===== config.mk =====
export PLATFORM = sky130hd
export DESIGN_NAME = ctl_patch_seq
export DESIGN_NICKNAME = d
export VERILOG_FILES = /design/src/rtl/ctl_patch_pkg.sv /design/src/rtl/ctl_hw_rom.sv /design/src/rtl/ctl_patch_match.sv /design/src/rtl/ctl_patch_mem.sv /design/src/rtl/ctl_patch_seq.sv
export SDC_FILE = /design/constraint.sdc
export NUM_CORES = 1
export LEC_CHECK = 0
export BUFFER_PORTS_ARGS = -buffer_cell sky130_fd_sc_hd__buf_4
export CORE_MARGIN = 1.5
export CORE_UTILIZATION = 60
export CTS_CLUSTER_DIAMETER = 100
export DETAILED_ROUTE_END_ITERATION = 8
export HOLD_SLACK_MARGIN = 0.06
export PLACE_DENSITY_LB_ADDON = 0.25
export SYNTH_ARGS = -nofsm -noshare
export SYNTH_HDL_FRONTEND = slang
export SYNTH_HIERARCHICAL = 1
export SYNTH_SLANG_ARGS = --single-unit

===== constraint.sdc =====
create_clock -name clk -period 9.3 [get_ports clk]
set_input_delay 1.86 -clock clk [delete_from_list [all_inputs] [get_ports clk]]
set_output_delay 1.86 -clock clk [all_outputs]
set_load 0.05 [all_outputs]

===== src/rtl/ctl_patch_pkg.sv =====
package ctl_patch_pkg;
   typedef enum logic {
      RUN_IDLE = 1'b0,
      RUN_BUSY = 1'b1
   } run_state_e;

   typedef enum logic [1:0] {
      SRC_ROM   = 2'd0,
      SRC_MATCH = 2'd1,
      SRC_EXT   = 2'd2,
      SRC_NONE  = 2'd3
   } step_src_e;
endpackage


===== src/rtl/ctl_hw_rom.sv =====
module ctl_hw_rom #(
   parameter int PC_W     = 4,
   parameter int FLD_W    = 4,
   parameter int HW_STEPS = 3,
   parameter int FIRST_PC = 1,
   parameter int TERM_PC  = 1,
   localparam int CW_W    = 3 * FLD_W
) (
   input  logic [PC_W-1:0] pc_i,
   output logic [CW_W-1:0] cw_o,
   output logic [PC_W-1:0] nx_o
);
   localparam logic [FLD_W-1:0] HALF = FLD_W'(1) << (FLD_W - 1);
   localparam logic [FLD_W-1:0] ONES = '1;

   logic [FLD_W-1:0] p_fld;
   logic             in_range;

   assign p_fld    = FLD_W'(pc_i);
   assign in_range = (pc_i >= PC_W'(1)) && (pc_i <= PC_W'(HW_STEPS));

   always_comb begin
      cw_o = '0;
      nx_o = PC_W'(TERM_PC);
      if (in_range) begin
         cw_o = {p_fld, p_fld + HALF, ONES - p_fld};
         if (pc_i == PC_W'(HW_STEPS)) nx_o = PC_W'(FIRST_PC);
         else                         nx_o = pc_i + PC_W'(1);
      end
   end
endmodule


===== src/rtl/ctl_patch_match.sv =====
module ctl_patch_match #(
   parameter int PC_W    = 4,
   parameter int N_MATCH = 3,
   localparam int IX_W   = (N_MATCH > 1) ? $clog2(N_MATCH) : 1
) (
   input  logic            clk,
   input  logic            rst_n,
   input  logic            we_i,
   input  logic [IX_W-1:0] wr_idx_i,
   input  logic [PC_W:0]   wr_ent_i,
   input  logic [PC_W-1:0] pc_i,
   output logic            hit_o,
   output logic [IX_W-1:0] hit_idx_o
);
   generate
      if (N_MATCH == 0) begin : g_none
         assign hit_o     = 1'b0;
         assign hit_idx_o = '0;
      end else begin : g_cmp
         logic [PC_W-1:0] ent_pc [N_MATCH];
         logic [N_MATCH-1:0] ent_vld;
         logic [N_MATCH-1:0] eq;

         for (genvar i = 0; i < N_MATCH; i++) begin : g_ent
            always_ff @(posedge clk or negedge rst_n) begin
               if (!rst_n) begin
                  ent_pc[i]  <= '0;
                  ent_vld[i] <= 1'b0;
               end else if (we_i && wr_idx_i == IX_W'(i)) begin
                  ent_pc[i]  <= wr_ent_i[PC_W-1:0];
                  ent_vld[i] <= wr_ent_i[PC_W];
               end
            end
            assign eq[i] = ent_vld[i] && (ent_pc[i] == pc_i);
         end

         always_comb begin
            hit_o     = 1'b0;
            hit_idx_o = '0;
            for (int k = N_MATCH - 1; k >= 0; k--) begin
               if (eq[k]) begin
                  hit_o     = 1'b1;
                  hit_idx_o = IX_W'(k);
               end
            end
         end
      end
   endgenerate
endmodule


===== src/rtl/ctl_patch_mem.sv =====
module ctl_patch_mem #(
   parameter int WD_W  = 16,
   parameter int MEM_D = 8,
   localparam int MA_W = $clog2(MEM_D)
) (
   input  logic            clk,
   input  logic            rst_n,
   input  logic            we_i,
   input  logic [MA_W-1:0] wr_idx_i,
   input  logic [WD_W-1:0] wr_word_i,
   input  logic [MA_W-1:0] rd_idx_i,
   output logic [WD_W-1:0] rd_word_o
);
   logic [WD_W-1:0] words [MEM_D];

   for (genvar w = 0; w < MEM_D; w++) begin : g_word
      always_ff @(posedge clk or negedge rst_n) begin
         if (!rst_n)                                 words[w] <= '0;
         else if (we_i && wr_idx_i == MA_W'(w))      words[w] <= wr_word_i;
      end
   end

   assign rd_word_o = words[rd_idx_i];
endmodule


===== src/rtl/ctl_patch_seq.sv =====
module ctl_patch_seq #(
   parameter int PC_W       = 4,
   parameter int FLD_W      = 4,
   parameter int N_MATCH    = 3,
   parameter int MEM_D      = 8,
   parameter int HW_STEPS   = 3,
   parameter int PATCH_BASE = 3,
   parameter int FIRST_PC   = 1,
   parameter int TERM_PC    = 1,
   localparam int CW_W      = 3 * FLD_W,
   localparam int WD_W      = CW_W + PC_W,
   localparam int MA_W      = $clog2(MEM_D),
   localparam int AD_W      = MA_W + 1
) (
   input  logic            clk,
   input  logic            rst_n,
   input  logic            start_i,
   output logic            busy_o,
   output logic            done_o,
   output logic [PC_W-1:0] pc_o,
   output logic [CW_W-1:0] cw_o,
   input  logic            wr_en_i,
   input  logic [AD_W-1:0] wr_addr_i,
   input  logic [WD_W-1:0] wr_data_i
);
   import ctl_patch_pkg::*;

   localparam int IX_W    = (N_MATCH > 1) ? $clog2(N_MATCH) : 1;
   localparam int EXT_CNT = MEM_D - N_MATCH;

   generate
      if ((1 << MA_W) != MEM_D) begin : g_bad_depth
         $error("MEM_D must be a power of two");
      end
      if (N_MATCH >= MEM_D) begin : g_bad_match
         $error("N_MATCH must be below MEM_D");
      end
      if (PATCH_BASE < HW_STEPS) begin : g_bad_base
         $error("PATCH_BASE must cover the hardwired steps");
      end
      if (FLD_W < PC_W) begin : g_bad_fld
         $error("FLD_W must hold a PC value");
      end
   endgenerate

   run_state_e        state_q;
   logic [PC_W-1:0]   pc_q;
   step_src_e         src;
   logic              wr_ok, mem_we, ent_we;
   logic              hit;
   logic [IX_W-1:0]   hit_idx;
   logic [CW_W-1:0]   rom_cw;
   logic [PC_W-1:0]   rom_nx;
   logic [PC_W:0]     ext_off;
   logic              above_base, ext_ok;
   logic [MA_W-1:0]   rd_idx;
   logic [WD_W-1:0]   rd_word;
   logic [CW_W-1:0]   sel_cw;
   logic [PC_W-1:0]   sel_nx;
   logic              last_step;

   // write decode: top address bit selects match entries
   assign wr_ok  = wr_en_i && (state_q == RUN_IDLE);
   assign mem_we = wr_ok && !wr_addr_i[AD_W-1];
   assign ent_we = wr_ok && wr_addr_i[AD_W-1] &&
                   ({1'b0, wr_addr_i[MA_W-1:0]} < (MA_W+1)'(N_MATCH));

   ctl_hw_rom #(
      .PC_W(PC_W), .FLD_W(FLD_W), .HW_STEPS(HW_STEPS),
      .FIRST_PC(FIRST_PC), .TERM_PC(TERM_PC)
   ) u_rom (
      .pc_i(pc_q), .cw_o(rom_cw), .nx_o(rom_nx)
   );

   ctl_patch_match #(.PC_W(PC_W), .N_MATCH(N_MATCH)) u_match (
      .clk(clk), .rst_n(rst_n), .we_i(ent_we),
      .wr_idx_i(IX_W'(wr_addr_i[MA_W-1:0])),
      .wr_ent_i(wr_data_i[PC_W:0]),
      .pc_i(pc_q), .hit_o(hit), .hit_idx_o(hit_idx)
   );

   ctl_patch_mem #(.WD_W(WD_W), .MEM_D(MEM_D)) u_mem (
      .clk(clk), .rst_n(rst_n), .we_i(mem_we),
      .wr_idx_i(wr_addr_i[MA_W-1:0]), .wr_word_i(wr_data_i),
      .rd_idx_i(rd_idx), .rd_word_o(rd_word)
   );

   // above-base steps map onto the words after the match words
   assign above_base = ({1'b0, pc_q} > (PC_W+1)'(PATCH_BASE));
   assign ext_off    = {1'b0, pc_q} - (PC_W+1)'(PATCH_BASE + 1);
   assign ext_ok     = above_base && (ext_off < (PC_W+1)'(EXT_CNT));

   always_comb begin
      if (hit)             src = SRC_MATCH;
      else if (ext_ok)     src = SRC_EXT;
      else if (above_base) src = SRC_NONE;
      else                 src = SRC_ROM;
   end

   always_comb begin
      case (src)
         SRC_MATCH: rd_idx = MA_W'(hit_idx);
         SRC_EXT:   rd_idx = MA_W'(ext_off) + MA_W'(N_MATCH);
         default:   rd_idx = '0;
      endcase
   end

   always_comb begin
      case (src)
         SRC_MATCH, SRC_EXT: begin
            sel_cw = rd_word[CW_W-1:0];
            sel_nx = rd_word[WD_W-1:CW_W];
         end
         SRC_NONE: begin
            sel_cw = '0;
            sel_nx = PC_W'(TERM_PC);
         end
         default: begin
            sel_cw = rom_cw;
            sel_nx = rom_nx;
         end
      endcase
   end

   assign last_step = (state_q == RUN_BUSY) && (sel_nx == PC_W'(TERM_PC));

   always_ff @(posedge clk or negedge rst_n) begin
      if (!rst_n) begin
         state_q <= RUN_IDLE;
         pc_q    <= PC_W'(FIRST_PC);
      end else begin
         case (state_q)
            RUN_IDLE: begin
               pc_q <= PC_W'(FIRST_PC);
               if (start_i) state_q <= RUN_BUSY;
            end
            default: begin
               if (last_step) begin
                  state_q <= RUN_IDLE;
                  pc_q    <= PC_W'(FIRST_PC);
               end else begin
                  pc_q    <= sel_nx;
               end
            end
         endcase
      end
   end

   assign busy_o = (state_q == RUN_BUSY);
   assign done_o = last_step;
   assign pc_o   = pc_q;
   assign cw_o   = busy_o ? sel_cw : '0;
endmodule


## After elaboration in Yosys (flattened, before gate mapping)

Cells that the tools add are included.

| operators by class | value |
|---|---|
| add/sub/neg operators | 5 |
| order comparisons | 6 |
| equal/unequal tests | 17 |
| mux-type cells | 24 |
| bitwise gates (word level) | 2 |
| reductions and logical operators | 25 |

Operators with widths:

| cell | number |
|---|---|
| 16-bit binary-select mux with 3-bit select | 1 |
| 16-bit two-way mux | 2 |
| 12-bit two-way mux | 2 |
| 12-bit case mux with 2 select lines | 1 |
| 1-bit logical AND | 21 |
| 4-bit two-way mux | 4 |
| 3-bit == test (second input constant) | 4 |
| 4-bit == test | 3 |
| 2-bit two-way mux | 6 |
| 4-bit case mux with 2 select lines | 1 |
| 2-bit == test (second input constant) | 3 |
| 3-bit by 2-bit == test with 1-bit output (second input constant) | 2 |
| 1-bit two-way mux | 6 |
| 3-bit case mux with 2 select lines | 1 |
| 5-bit by 3-bit less-than comparator with 1-bit output (second input constant) | 1 |
| 4-bit by 3-bit subtractor with 5-bit output (second input constant) | 1 |
| 4-bit by 1-bit adder with 4-bit output (second input constant) | 1 |
| 4-bit adder (second input constant) | 1 |
| 2-bit by 1-bit == test with 1-bit output (second input constant) | 2 |
| 4-bit by 1-bit == test with 1-bit output (second input constant) | 1 |
| 4-bit by 2-bit == test with 1-bit output (second input constant) | 1 |
| 4-bit by 1-bit >= comparator with 1-bit output (second input constant) | 1 |
| 4-bit >= comparator (second input constant) | 1 |
| 4-bit by 2-bit > comparator with 1-bit output (second input constant) | 1 |
| other kinds (11) | 11 |

| word-level totals | value |
|---|---|
| bits in registers | 148 |
| input bits | 24 |
| output and inout bits | 18 |
| word-level logic and storage cells | 95 |

## Logic depth before layout (Yosys ltp)

| depth | value |
|---|---|
| depth after elaboration | 17 |
| depth in mapped cells | 17 |
| gate-level depth less buffers | 14 |

## Cells and area by module

Netlist, hierarchy kept.

Modules (own cells, without submodules):

| module | instances | cells an instance | area an instance (µm²) | sequential area each (µm²) |
|---|---|---|---|---|
| ctl_patch_mem | 1 | 336 | 5,933.2 | 3,203.1 |
| ctl_patch_match | 1 | 61 | 755.7 | 375.4 |
| ctl_patch_seq | 1 | 91 | 690.7 | 126.4 |
| ctl_hw_rom | 1 | 25 | 177.7 | 0.0 |

## Worst setup path before layout

Ideal clock, no wire load.

| timing | value |
|---|---|
| path kind | reg-to-output |
| start | register pc_q[3], in the netlist pc_o[3] |
| end | output done_o |
| arrival time | 5.073 ns |
| data required time | 7.440 ns |
| setup slack | 2.367 ns |
| cell stages (with the launch flop) | 17 |
| buffers on the path | 4 |
| cell sequence | dfrtp_1 -> or2b_1 -> o2111ai_1 -> or4_4 -> nand3_1 -> nor2_1 -> ha_1 -> buf_2 -> buf_1 -> nor2_1 -> buf_6 -> buf_6 -> mux4_1 -> mux2_2 -> nor2b_1 -> mux2_4 -> nor4_2 |

| on the way | value |
|---|---|
| word-level cells in the longest chain between the ends | 15 |
| elaborated cells on any way between the ends | 38 |
| those cells by class | add/sub: 2; order compare: 4; eq/ne: 8; mux: 16; bitwise: 1; reduce/logical: 7 |

Ends and longest elaborated chain:

| item | line | source |
|---|---|---|
| start: declaration | ctl_patch_seq.sv:47 | `logic [PC_W-1:0] pc_q;` |
| start signal: assignment | ctl_patch_seq.sv:130 | `pc_q <= PC_W'(FIRST_PC);` |
| start signal: assignment | ctl_patch_seq.sv:134 | `pc_q <= PC_W'(FIRST_PC);` |
| start signal: assignment | ctl_patch_seq.sv:140 | `pc_q <= PC_W'(FIRST_PC);` |
| 4-bit == test | ctl_patch_match.sv:34 | `assign eq[i] = ent_vld[i] && (ent_pc[i] == pc_i);` |
| 1-bit logical AND | ctl_patch_match.sv:34 |  |
| 1-bit two-way mux (2 in series) | ctl_patch_match.sv:41 | `if (eq[k]) begin` |
| 1-bit two-way mux (*) | ctl_patch_match.sv:41 |  |
| via hit | ctl_patch_seq.sv:50 | `logic hit;` |
| 2-bit two-way mux (*) | ctl_patch_seq.sv:94 | `if (hit) src = SRC_MATCH;` |
| 2-bit == test or 2-bit by 1-bit == test with 1-bit output (tied branches) | ctl_patch_seq.sv:101 | `case (src)` |
| 3-bit case mux with 2 select lines (*) | ctl_patch_seq.sv:101 |  |
| via rd_idx[0] | ctl_patch_seq.sv:56 | `logic [MA_W-1:0] rd_idx;` |
| 3-bit inverter with 4-bit output (not written as such) (*) | ctl_patch_mem.sv:23 | `assign rd_word_o = words[rd_idx_i];` |
| 16-bit binary-select mux with 3-bit select (*) | ctl_patch_mem.sv:23 |  |
| 16-bit two-way mux (not written as such) (*) (2 in series) | ctl_patch_mem.sv:23 |  |
| via rd_word[13] | ctl_patch_seq.sv:57 | `logic [WD_W-1:0] rd_word;` |
| 4-bit case mux with 2 select lines (*) | ctl_patch_seq.sv:109 | `case (src)` |
| 4-bit by 1-bit == test with 1-bit output (*) | ctl_patch_seq.sv:125 | `assign last_step = (state_q == RUN_BUSY) && (sel_nx == PC_W'(TERM_PC));` |
| 1-bit logical AND (*) | ctl_patch_seq.sv:125 |  |
| end: declaration | ctl_patch_seq.sv:19 | `output logic done_o,` |

The timed path passes the listed nets; every way through them passes the cells marked *. The select of a mux whose other input is x is not followed.

## Worst setup path in the final report

| timing | value |
|---|---|
| start | register pc_q[0], in the netlist pc_o[0] |
| end | output done_o |

The elaborated chain is that of the path after synthesis.

==> results.json <==
{
  "area_growth_pct": 11.72,
  "slowest_delay_ps": 790,
  "fp.coreArea_sq_um": 12160,
  "htreeDepth": 4,
  "nets": 577,
  "hold_depth": 1,
  "max_freq_ghz": 0.1298,
  "seq_area_frac_synth_pct": 49.02,
  "routed_wl_mm": 15.62,
  "slew_violations": 0,
  "start_kind": "register",
  "pin_count": 42,
  "max_slew_margin_pct": 26.50,
  "synth_edf_count": 0,
  "via_per_inst": 6.076,
  "yosysWarnings": 6,
  "power_density_nw_per_um2": 324.2,
  "grt_use_total_pct": 25.62,
  "root_buffer": "clkbuf_16",
  "maxCapViolations": 0,
  "critPathTopFamily": "simple AND/OR/NAND/NOR gates",
  "status": "completed",
  "peakVddDrop_mv": 0.1894,
  "drt_iter0_drc": 297,
  "avgSynthCellArea_sq_um": 14.73,
  "antenna_left": 0,
  "cts_resized": 0,
  "antenna_found_initial": 0,
  "drc": 0,
  "worst-path-max-fanout": 22,
  "setup_viol": 0,
  "start_util_pct": 62.14,
  "grt_setup_unrepaired": "false",
  "finalCritPeriodShare_pct": 82.82,
  "final_util_pct": 69.42,
  "cts_tree": "yes",
  "clock_sinks": 148,
  "multiInputGateArea_sq_um": 3601,
  "worst_hold_slack_ps": 497.1,
  "ys.flop_type": "dfrtp_1",
  "min_period_ps": 7703,
  "setup_tns_ps": 0,
  "vias": 4387,
  "dieArea_sq_um": 13280,
  "std_cell_rows": 40,
  "r2r_cells": 14,
  "worst_slew_pin_slew_ps": 1098,
  "synth_cells": 513,
  "post-cts-setup-buffers": 0,
  "final_cells": 722,
  "criticalPathCategory": "register to primary output",
  "yosys.area.top_type": "dfrtp_1",
  "diodes": 0,
  "gp_congestion": 0.7912,
  "required_ps": 7440,
  "leakagePower_nw": 3.990,
  "drive_gt1_share_pct": 45.85,
  "hpwl_mm": 9.758,
  "wire_per_inst_microns": 21.64,
  "cts.reportedPaths.clkPinSlew_ps": 50,
  "clockBufferDepth": 2,
  "clk_latency_ps": 420,
  "critical_path_buf_inv_count": 3,
  "cp.arrival_ps": 5840,
  "fin_skew_ps": 6.451,
  "yosysUniqueCellTypes": 52,
  "min_path_type": "register to register",
  "cp_slowest_cell": "nor2_4",
  "hold_viol": 0,
  "grt_pass1_wl_mm": 24.85,
  "synth_top_cell_area_share_pct": 48.68,
  "synth_area_leaders": "dfrtp_1 49%, mux2_2 24%, mux4_1 9.7%",
  "worst-path-stages": 14,
  "holdBufCountCts": 0,
  "regArea_sq_um": 3705,
  "overflow": 0,
  "async_flop_share_pct": 100.0,
  "fillers": 865,
  "dr.pass1.iters": 4,
  "cts_buffers": 17,
  "yosys_register_bits": 148,
  "endpoint_kind": "primary output",
  "path_common_cell": "buf_4",
  "numPlacedInstances": 694,
  "die_w_microns": 115.2,
  "syn_area_sq_um": 7557,
  "dieHeight_microns": 115.2,
  "port_buffers": 41,
  "grt_max_degree": 88,
  "grt_pass1_vias": 4535,
  "crit_chain": "inv_1, a22o_1, or4_1, nand3_1, nor2_1, ha_1, nor2_4, buf_4, mux4_1, mux2_2, nor2b_1, mux2_4, nor4_2, buf_4"
}
[final cells by class]
class / instances / share of cell area, %
clock inverter: 6 / 0.6817
multi-input combinational: 319 / 42.65
clock buffer: 22 / 5.498
inverter: 11 / 0.4890
timing repair buffer: 48 / 4.312
tap: 168 / 2.490
sequential: 148 / 43.88
[path summary, 6_finish.rpt]
kind	start	to	slack [ps]
setup / recovery	pc_o[0]	done_o	1600
hold / removal	u_mem/words[66]	u_mem/words[66]	500
setup reg to reg	pc_o[0]	busy_o	3930
hold reg to reg	u_mem/words[66]	u_mem/words[66]	500
max in group asynchronous	rst_n	u_mem/words[14]	6450
min in group asynchronous	rst_n	busy_o	1420
[worst register-to-register path, delay by kind of cell, from the launching register on]
family	cells	cell delay [ps]
flops	1	650
mux	3	1140
compound gates	1	230
fa+ha+maj	1	560
simple gates	7	2190
buf+inv	2	490
[kinds of logic after synthesis]
logic type / count (synthesis) / share of synthesized area (%)
buffers and inverters: 50 / 4.073
xor gates and xnor gates: 7 / 0.8113
DFF: 148 / 49.02
adders and majority gates: 8 / 1.325
and+or+nand+nor: 82 / 7.831
muxes: 192 / 34.82
other: 1 / 0.04962
AOI/OAI and AO/OA: 25 / 2.070
[per-stage QoR]
stage                     power, mW  setup slack, ps  instance area [sq um]
after detailed placement      2.126             2032                   7921
final                         2.737             1597                   8443
after CTS                     2.750             1570                   8443
after global placement        2.075             2136                   7921
after global routing          2.881             1304                   8443
after floorplan               1.846             2367                   7572
[state kept, by name, summed over array words and instances (netlist names)]
name	cells
u_match/g_cmp.ent_pc	12
u_mem/words	128
u_match/g_cmp.ent_vld	3
busy_o	1
pc_o	4
[report_power, final]
group	internal (mW)	switching, mW	leakage (nW)
Sequential	0.870	0.137	1.95
Clock	0.373	0.240	0.257
Combinational	0.530	0.587	1.78
[cell usage after synthesis (2+ instances only)]
library cell and number:
mux2_2 159, dfrtp_1 147, mux4_1 28, nor2b_1 18, a21oi_1 14, nor3b_1 13
buf_4 12, buf_2 11, inv_1 11, nor2_1 9, buf_6 8, ha_1 8
xor2_1 6, nand2b_1 5, nor4_1 5, clkbuf_1 4, mux4_2 4, and2_1 3
buf_1 3, nand2_1 3, nand3b_1 3, nand4b_2 3, nor3_1 3, nand3_1 2
nor4bb_1 2, o2111ai_1 2, o21ai_0 2
[per-layer routing]
| metal | vias up | share of wire (%) | track usage (%) |
|---|---|---|---|
| met3 | 27 | 4.8 | 6.484 |
| li1 | 1964 | - | - |
| met5 | - | 0 | 0 |
| met1 | 2292 | 45 | 34.75 |
| met4 | 0 | 1.8 | 8.889 |
| met2 | 104 | 49 | 40.71 |
[cell usage in the layout, fill, tap and decap left out, types with 2 or more instances in the layout]
master and count:
a21oi_1 13, and2_1 3, buf_4 47, clkbuf_1 3
clkbuf_16 17, clkbuf_8 2, clkinv_2 4, conb_1 5
dfrtp_1 147, ha_1 8, inv_1 11, mux2_2 159
mux4_1 28, mux4_2 4, nand2_1 3, nand2b_1 5
nand3_1 2, nand3b_1 3, nand4b_2 3, nor2_1 8
nor2b_1 18, nor3_1 3, nor3b_1 13, nor4_1 5
nor4bb_4 2, o2111ai_1 2, o21ai_0 2, xor2_1 6
Note: power is estimated with default switching activity, not from simulation.
